==> config.mk <==
export PLATFORM = sky130hd
export DESIGN_NAME = voice_ring_buffer
export DESIGN_NICKNAME = d
export VERILOG_FILES = /design/src/rtl/voice_ring_pkg.sv /design/src/rtl/voice_ring_ctrl.sv /design/src/rtl/voice_ring_datapath.sv /design/src/rtl/voice_ring_buffer.sv
export SDC_FILE = /design/constraint.sdc
export NUM_CORES = 1
export LEC_CHECK = 0
export CAP_MARGIN = 20
export CORE_MARGIN = 10
export CORE_UTILIZATION = 60
export CTS_CLUSTER_DIAMETER = 60
export DETAILED_ROUTE_END_ITERATION = 16
export PLACE_DENSITY_LB_ADDON = 0.15
export SYNTH_ARGS = -nofsm -noshare
export SYNTH_HDL_FRONTEND = slang
export SYNTH_SLANG_ARGS = --single-unit
==> constraint.sdc <==
create_clock -name clk -period 3.3 [get_ports clk]
set_input_delay 0.66 -clock clk [delete_from_list [all_inputs] [get_ports clk]]
set_output_delay 0.66 -clock clk [all_outputs]
set_load 0.01 [all_outputs]
==> src/rtl/voice_ring_pkg.sv <==
package voice_ring_pkg;

  // Strobes issued by the control to the datapath each cycle.
  typedef struct packed {
    logic takeNew;   // head stage takes the fresh sample
    logic capA;      // latch A captures the ring tail
    logic capB;      // latch B captures the ring tail
    logic driveB;    // latch B drives the pins (else latch A)
  } ring_strobe_t;

endpackage

==> src/rtl/voice_ring_ctrl.sv <==
module voice_ring_ctrl
  import voice_ring_pkg::*;
(
  input  logic         clk,
  input  logic         rstN,
  input  logic         loadEn,
  input  logic         captureEn,
  input  logic         swapEn,
  output ring_strobe_t strb,
  output logic         driveSelB
);

  logic selB;

  // Role register: 0 means latch A drives the pins.
  always_ff @(posedge clk or negedge rstN) begin
    if (!rstN) begin
      selB <= 1'b0;
    end else if (swapEn) begin
      selB <= ~selB;
    end
  end

  always_comb begin
    strb.takeNew = loadEn;
    strb.capA    = captureEn &  selB;
    strb.capB    = captureEn & ~selB;
    strb.driveB  = selB;
  end

  assign driveSelB = selB;

endmodule

==> src/rtl/voice_ring_datapath.sv <==
module voice_ring_datapath
  import voice_ring_pkg::*;
#(
  parameter int NUM_VOICES = 16,
  parameter int DATA_W     = 12,
  parameter int SCALE_W    = 4
) (
  input  logic               clk,
  input  logic               rstN,
  input  ring_strobe_t       strb,
  input  logic [DATA_W-1:0]  newData,
  input  logic [SCALE_W-1:0] newScale,
  output logic [DATA_W-1:0]  pinData,
  output logic [SCALE_W-1:0] pinScale,
  output logic [DATA_W+SCALE_W-1:0] headEntry,
  output logic [DATA_W+SCALE_W-1:0] tailEntry
);

  localparam int ENTRY_W = DATA_W + SCALE_W;
  localparam int LAST    = NUM_VOICES - 1;

  logic [ENTRY_W-1:0] stageQ [NUM_VOICES];
  logic [ENTRY_W-1:0] latA;
  logic [ENTRY_W-1:0] latB;
  logic [ENTRY_W-1:0] pinEntry;

  genvar gi;
  generate
    for (gi = 0; gi < NUM_VOICES; gi++) begin : g_stage
      logic [ENTRY_W-1:0] regQ;
      if (gi == 0) begin : g_head
        always_ff @(posedge clk or negedge rstN) begin
          if (!rstN) begin
            regQ <= '0;
          end else if (strb.takeNew) begin
            regQ <= {newData, newScale};
          end else begin
            regQ <= stageQ[LAST];
          end
        end
      end else begin : g_body
        always_ff @(posedge clk or negedge rstN) begin
          if (!rstN) begin
            regQ <= '0;
          end else begin
            regQ <= stageQ[gi-1];
          end
        end
      end
      assign stageQ[gi] = regQ;
    end
  endgenerate

  // Ping-pong output latches.
  always_ff @(posedge clk or negedge rstN) begin
    if (!rstN) begin
      latA <= '0;
      latB <= '0;
    end else begin
      if (strb.capA) latA <= stageQ[LAST];
      if (strb.capB) latB <= stageQ[LAST];
    end
  end

  assign pinEntry  = strb.driveB ? latB : latA;
  assign pinData   = pinEntry[ENTRY_W-1:SCALE_W];
  assign pinScale  = pinEntry[SCALE_W-1:0];
  assign headEntry = stageQ[0];
  assign tailEntry = stageQ[LAST];

endmodule

==> src/rtl/voice_ring_buffer.sv <==
module voice_ring_buffer
  import voice_ring_pkg::*;
#(
  parameter int NUM_VOICES = 16,
  parameter int DATA_W     = 12,
  parameter int SCALE_W    = 4
) (
  input  logic               clk,
  input  logic               rstN,
  input  logic               loadEn,
  input  logic [DATA_W-1:0]  loadData,
  input  logic [SCALE_W-1:0] loadScale,
  input  logic               captureEn,
  input  logic               swapEn,
  output logic [DATA_W-1:0]  outData,
  output logic [SCALE_W-1:0] outScale
);

  localparam int ENTRY_W = DATA_W + SCALE_W;

  ring_strobe_t       strb;
  logic               driveSelB;
  logic [ENTRY_W-1:0] headEntry;
  logic [ENTRY_W-1:0] tailEntry;

  voice_ring_ctrl u_ctrl (
    .clk       (clk),
    .rstN      (rstN),
    .loadEn    (loadEn),
    .captureEn (captureEn),
    .swapEn    (swapEn),
    .strb      (strb),
    .driveSelB (driveSelB)
  );

  voice_ring_datapath #(
    .NUM_VOICES (NUM_VOICES),
    .DATA_W     (DATA_W),
    .SCALE_W    (SCALE_W)
  ) u_dp (
    .clk       (clk),
    .rstN      (rstN),
    .strb      (strb),
    .newData   (loadData),
    .newScale  (loadScale),
    .pinData   (outData),
    .pinScale  (outScale),
    .headEntry (headEntry),
    .tailEntry (tailEntry)
  );

endmodule

# Word-level counts from Yosys, hierarchy flattened
# Cells that the tools add are included.
dict set report op_classes {
  n_mux 2
  bitwise_logic 3
}
# cell n
set ops {}
lappend ops {{2-to-1 mux 16 bit} 2}
lappend ops {{AND 1 bit} 2}
lappend ops {{NOT 1 bit} 1}
dict set report word_totals {
  register_bits 289
  inputBits 21
  out_inout_bits 16
  word_cells 24
}

# Logic depth before layout (Yosys ltp)
# Gate-level depths: netlist (run 1).
dict set report logic_depth {
  depth_word 2
  depth_mapped 5
  depth_no_buf 2
}

# Hierarchy
# From an unflattened synthesis (run 1), not the netlist that was laid out.
dict set report hier_totals {
  hier_cells 366
  hier_area_um2 8265.4
}
# module instances cells_each area_each_um2 seq_area_each_um2
set by_module_without_submodules {}
lappend by_module_without_submodules {voice_ring_datapath 1 360 8202.9 7206.9}
lappend by_module_without_submodules {voice_ring_ctrl 1 6 62.6 25.0}

# Worst setup path after synthesis (run 1)
# OpenSTA, ideal clock, no wires.
dict set report synth_timing {
  path_kind {register -> output}
  from {reg u_ctrl.selB, in the netlist u_ctrl.driveSelB}
  to {out outData[10]}
  arrival_ns 1.037
  t_required_ns 2.640
  slack_ns 1.603
  stages_incl_launch_ff 4
  n_path_buf 2
  cell_sequence {dfrtp_1 buf_6 buf_2 mux2_2}
}
dict set report synth_between {
  elab_chain_cells 1
}
# item line
set synth_rtl {}
lappend synth_rtl {{start: declaration} voice_ring_ctrl.sv:13} ;# logic selB;
lappend synth_rtl {{start signal: assignment} voice_ring_ctrl.sv:20} ;# selB <= ~selB;
lappend synth_rtl {{2-to-1 mux 16 bit} voice_ring_datapath.sv:65} ;# assign pinEntry = strb.driveB ? latB : latA;
lappend synth_rtl {{end: declaration} voice_ring_buffer.sv:15} ;# output logic [DATA_W-1:0] outData,
# No other way between the ends.

# Worst setup path after layout (run 1)
dict set report layout_timing {
  from {reg u_ctrl.selB, in the netlist u_ctrl.driveSelB}
  to {out outScale[2]}
}
dict set report layout_between {
  elab_chain_cells 1
}
# item line
set layout_rtl {}
lappend layout_rtl {{2-to-1 mux 16 bit} voice_ring_datapath.sv:65}
lappend layout_rtl {{end: declaration} voice_ring_buffer.sv:16} ;# output logic [SCALE_W-1:0] outScale
# No other way between the ends.

==> flow_metrics.py, run 1 <==
metrics = {
    "synthesis": {
        "yosys.area.top_type": "dfrtp_1",
        "yosysSeqAreaShare_pct": 89.5,
        "synth.distinct_cells": 9,
        "syn_area_per_cell_sq_um": 22.3,
        "synth.most_common_cell": "dfrtp_1",
        "syn_nets": 384,
        "synth_commonest_cells": "289 x dfrtp_1, 54 x mux2_2, 10 x mux2_4",
        "ys_ff_latch": 289,
        "synth_edf_count": 0,
        "netlist_area_sq_um": 8080,
        "synthFlopType": "dfrtp_1",
        "yosys_warnings": 0,
        "async_flop_share_pct": 100,
        "synthesis.instances": 363,
        "synth.area.top_cells": "dfrtp_1 89%, mux2_2 7.5%, mux2_4 1.9%",
        "yosysTopAreaCellShare_pct": 89.5,
    },
    "die": {
        "start_util_pct": 61.0,
        "die-area_sq_um": 18500,
        "chipHeight_microns": 136,
        "rows": 42,
        "num_io_pins": 37,
        "coreArea_sq_um": 13200,
        "fp.dieW_microns": 136,
    },
    "critical_path": {
        "crit_start": "u_ctrl.driveSelB",
        "reg2reg_depth": 3,
        "cp_top_family": "buffers and inverters",
        "cp_num_buf_inv": 2,
        "worst_r2r_endpoint": "u_dp.latB[4]",
        "critical_path_depth": 3,
        "endpoint": "outScale[2]",
        "path_class": "reg2out",
        "path_cells": "buf_4 > mux2_2 > clkdlybuf4s50_1",
        "start_kind": "register",
        "cp.required_ns": 2.64,
        "cp_max_fo": 18,
        "ff2ff_setup_slack_ns": 1.76,
        "cp_slowest_cell": "clkdlybuf4s50_1",
        "arrival_ns": 2.02,
        "reg2reg_from": "u_ctrl.driveSelB",
        "max_stage_delay_ns": 0.49,
        "end_kind": "primary output",
    },
    "sta": {
        "finalClockSkew_ns": 0.00761,
        "grt_setup_unrepaired": "false",
        "fmaxAchievable_ghz": 0.373,
        "hold_viol": 0,
        "setup_tns_ns": 0,
        "worstMarginPinSlew_ns": 0.662,
        "period_needed_ns": 2.68,
        "setup_violations": 0,
        "slew_violations": 0,
        "fin_ws_ns": 0.617,
        "hold_slack_ns": 0.167,
        "slew_headroom_pct": 55.8,
        "fin_crit_sh_pct": 81.3,
    },
    "finish": {
        "final_cell_area_sq_um": 9550,
        "drive_gt1_share_pct": 25.6,
        "area_growth_pct": 18.1,
        "fin_nets": 449,
        "num_antenna_cells": 0,
    },
    "placement": {
        "pre_cts_ws_ns": 1.14,
        "dp_hpwl_mm": 6.10,
        "io_buffers": 36,
        "place_area_sq_um": 8680,
        "gp_congestion": 0.750,
    },
    "route": {
        "drt-pass1-iter-count": 4,
        "wl_per_cell_microns": 19.7,
        "vias": 3004,
        "drcViolationCount": 0,
        "viasPerCell": 4.83,
        "first_iter_violations": 172,
        "ant_nets": 0,
        "wl_mm": 12.2,
    },
    "pwr": {
        "max-vdd-ir-drop_mv": 0.438,
        "swShare_pct": 22.4,
        "comb_power_share_pct": 13.0,
        "leakagePower_nw": 4.40,
        "powerDensity_nw_per_um2": 870,
        "net-switching-power_mw": 1.86,
        "clkPwrFrac_pct": 36.0,
        "p_seq_share_pct": 51.1,
        "p_int_mw": 6.45,
    },
    "clocking": {
        "postCtsHoldBufs": 0,
        "post-cts-setup-buffers": 0,
        "htree_levels": 1,
        "cts_resized": 0,
        "cts.sinks": 289,
        "cts_root_buf": "clkbuf_16",
        "clkTransAtPathRegs_ns": 0.06,
        "clockBufferDepth": 3,
        "cts_buffers": 27,
        "cts_tree": "yes",
        "clk_latency_ns": 0.51,
    },
    "global_routing": {
        "grt_max_degree": 94,
        "grt_use_total_pct": 13.8,
        "grt_pass1_vias": 3520,
        "grt-ovfl-total": 0,
        "antenna_found_initial": 0,
        "grt_pass1_wl_mm": 19.8,
    },
    "outcome": {
        "status": "finished clean",
    },
    "flow_run": {
        "maxCapViolCount": 0,
    },
    "worst_hold_path": {
        "hold_path.class": "in2async",
    },
}
-- power by group through the flow --
stage               clock network (mW)  logic (mW)  registers [mW]
finish                            2.99        1.08            4.24
global route                      3.23        1.15            4.29
CTS                               3.08        1.10            4.25
detailed placement                   0        1.09            4.29
global placement                     0        1.06            4.28
floorplan                            0       0.645            4.20
-- routing by layer --
metal | share of wire (%) | track usage [%] | up-vias
met5 | 0 | 0 | -
met4 | 1.8 | 3.43 | 0
met3 | 3.2 | 3.21 | 19
met2 | 50 | 22.2 | 39
met1 | 45 | 18.9 | 1639
li1 | - | - | 1307
-- sequential cells by signal, summed over array words and instances, names as in the netlist --
name               cells
u_dp.latA             16
u_dp.g_stage.regQ    224
u_ctrl.driveSelB       1
u_dp.headEntry        16
u_dp.latB             16
u_dp.tailEntry        16
-- cells by family (layout without fill, tap and decap cells) --
family | count (synthesis) | in the layout | synth area share [%]
flip-flops | 289 | 289 | 89.5
multiplexers | 64 | 64 | 9.38
buffers and inverters | 7 | 90 | 0.774
AND/OR/NAND/NOR | 2 | 2 | 0.248
XOR/XNOR | 1 | 1 | 0.108
-- cell type report --
type	instances	area [sq um]
Sequential cell	289	7230
Fill cell	755	3690
Multi-Input combinational cell	67	787
Clock buffer	39	771
Timing Repair Buffer	43	443
Tap cell	176	220
Clock inverter	8	95.1
-- layout by cell type (no fill, tap or decap) --
cell type	n
bufinv_16	2
buf_12	2
clkbuf_16	27
mux2_4	10
buf_8	1
buf_4	5
clkbuf_1	7
nand2_2	1
xor2_1	1
nand2b_4	1
clkinvlp_4	2
clkdlybuf4s50_1	35
clkinv_2	4
dfrtp_1	289
clkbuf_8	5
mux2_2	54
-- worst min-delay path by stage --
stage	start	end	slack [ns]	cells past startpoint
floorplan	u_dp.g_stage[9].regQ[0]	u_dp.g_stage[10].regQ[0]	0.33	0
global placement	u_dp.g_stage[11].regQ[0]	u_dp.g_stage[12].regQ[0]	0.33	0
detailed placement	u_dp.g_stage[13].regQ[12]	u_dp.g_stage[14].regQ[12]	0.33	0
CTS	rstN	u_dp.g_stage[11].regQ[3]	0.18	1
global route	rstN	u_dp.g_stage[2].regQ[2]	0.20	1
finish	rstN	u_dp.g_stage[2].regQ[2]	0.17	1
-- per-stage QoR --
step / utilization, % / total power, mW / cells
3_3_place_gp: 65.6 / 5.34 / 575
6_report: 72.1 / 8.31 / 622
5_1_grt: 72.1 / 8.67 / 622
2_1_floorplan: - / 4.84 / 363
4_1_cts: 72.1 / 8.43 / 622
3_5_place_dp: 65.6 / 5.38 / 575
Note: power is estimated with default switching activity, not from simulation.
==> run 2, diff against run 1 <==
Settings changed: CORE_UTILIZATION 60 to 52.
Clock period 3.3 ns to 2.4 ns, I/O delays scaled along.
==> flow_metrics.py, run 2 (synthesis results as in run 1) <==
metrics = {
    "critical_path": {
        "cp_max_fo": 10,
        "arrival_ns": 1.81,
        "end_kind": "primary output",
        "cp.required_ns": 1.92,
        "start_kind": "register",
        "path_class": "reg2out",
        "reg2reg_depth": 3,
    },
    "global_routing": {
        "grt-ovfl-total": 0,
        "grt_max_degree": 72,
        "grt_pass1_vias": 3382,
        "grt_use_total_pct": 11.4,
        "grt_pass1_wl_mm": 18.7,
        "antenna_found_initial": 0,
    },
    "sta": {
        "setup_tns_ns": 0,
        "fmaxAchievable_ghz": 0.437,
        "worstMarginPinSlew_ns": 0.455,
        "hold_viol": 0,
        "fin_crit_sh_pct": 95.3,
        "slew_headroom_pct": 69.5,
        "hold_slack_ns": 0.341,
        "setup_violations": 0,
        "grt_setup_unrepaired": "false",
        "slew_violations": 0,
        "period_needed_ns": 2.29,
        "finalClockSkew_ns": 0.0143,
    },
    "route": {
        "drcViolationCount": 0,
        "drt-pass1-iter-count": 3,
        "viasPerCell": 4.69,
        "wl_mm": 11.2,
        "ant_nets": 0,
        "highest_layer": "met4",
        "met3WireLength_microns": 387,
        "wl_per_cell_microns": 17.5,
        "first_iter_violations": 188,
        "met1Wirelength_mm": 5.54,
        "vias": 3006,
        "route.met2.wl_mm": 5.06,
    },
    "finish": {
        "stdcell_count": 641,
        "fin_nets": 455,
        "regMostFlops": "u_dp.g_stage.regQ",
        "final_common_cell": "dfrtp_1",
        "num_antenna_cells": 0,
        "final_util_pct": 63.8,
        "final_cell_mix": "289 x dfrtp_1, 54 x mux2_2, 27 x clkbuf_16",
        "largest_reg_flops": 224,
        "fill_cells": 1027,
        "area_growth_pct": 20.0,
        "drive_gt1_share_pct": 26.7,
    },
    "placement": {
        "gp_congestion": 0.745,
        "post-place-cells": 589,
        "io_buffers": 36,
        "dp_hpwl_mm": 6.16,
    },
    "die": {
        "start_util_pct": 53.2,
        "chipHeight_microns": 145,
        "die-area_sq_um": 20900,
        "num_io_pins": 37,
        "fp.dieW_microns": 145,
        "coreArea_sq_um": 15200,
        "rows": 45,
    },
    "clocking": {
        "cts_root_buf": "clkbuf_16",
        "clockBufferDepth": 3,
        "cts.sinks": 289,
        "htree_levels": 1,
        "clk_latency_ns": 0.52,
        "clkTransAtPathRegs_ns": 0.06,
        "cts_tree": "yes",
        "cts_buffers": 27,
    },
    "pwr": {
        "leakagePower_nw": 4.62,
        "powerDensity_nw_per_um2": 1180,
        "max-vdd-ir-drop_mv": 0.665,
    },
    "outcome": {
        "status": "finished clean",
    },
    "flow_run": {
        "maxCapViolCount": 0,
    },
    "worst_hold_path": {
        "holdPathStages": 0,
        "hold_path.class": "reg2reg",
    },
}
-- run 2: power by group --
part           internal (mW)  total (mW)  switching [mW]
registers               5.53        5.80           0.263
clock network           2.50        4.14            1.65
logic                  0.896        1.49           0.595
-- run 2: final timing paths --
| check | startpoint | to | slack, ns |
|---|---|---|---|
| min in group asynchronous | rstN | u_dp.g_stage[14].regQ[3] | 0.49 |
| max in group asynchronous | rstN | u_dp.g_stage[11].regQ[7] | 1.19 |
| max reg2reg | u_ctrl.driveSelB | u_dp.latA[14] | 0.97 |
| min | u_dp.g_stage[6].regQ[4] | u_dp.g_stage[7].regQ[4] | 0.34 |
| max | u_ctrl.driveSelB | outData[9] | 0.11 |
| min reg2reg | u_dp.g_stage[6].regQ[4] | u_dp.g_stage[7].regQ[4] | 0.34 |
-- run 2: area by class of cell --
| type | count | area [sq um] | share of cell area, % |
|---|---|---|---|
| clock buffer | 40 | 795 | 8.20 |
| sequential | 289 | 7230 | 74.6 |
| multi-input combinational | 67 | 787 | 8.12 |
| tap | 188 | 235 | 2.43 |
| timing repair buffer | 49 | 547 | 5.64 |
| clock inverter | 8 | 98.8 | 1.02 |
-- run 2: per-stage QoR --
stage          instance area, sq um  power, mW  setup WS [ns]
2_1_floorplan                  8080       6.66          0.883
3_3_place_gp                   8720       7.37          0.525
3_5_place_dp                   8720       7.42          0.500
4_1_cts                        9630       11.6        -0.0276
5_1_grt                        9690       12.0         0.0335
6_report                       9690       11.4          0.113
-- run 2: metal layers --
layer | vias up | track usage, %
met4 | 0 | 3.40
li1 | 1316 | -
met1 | 1628 | 17.1
met2 | 37 | 16.1
met3 | 25 | 3.03
met5 | - | 0
-- run 2: repair_timing --
item	4_1_cts	5_1_grt
setup endpoints to repair	9	15
hold buffers	1	0
hold endpoints to repair	53	0
gates resized for setup	1	17
buffers inserted	0	3
-- run 2: critical path, cell delays in order, from the launching register on --
cell           delay, ns
dfrtp_1             0.38
buf_6               0.17
buf_4               0.12
mux2_2              0.34
dlygate4sd2_1       0.30
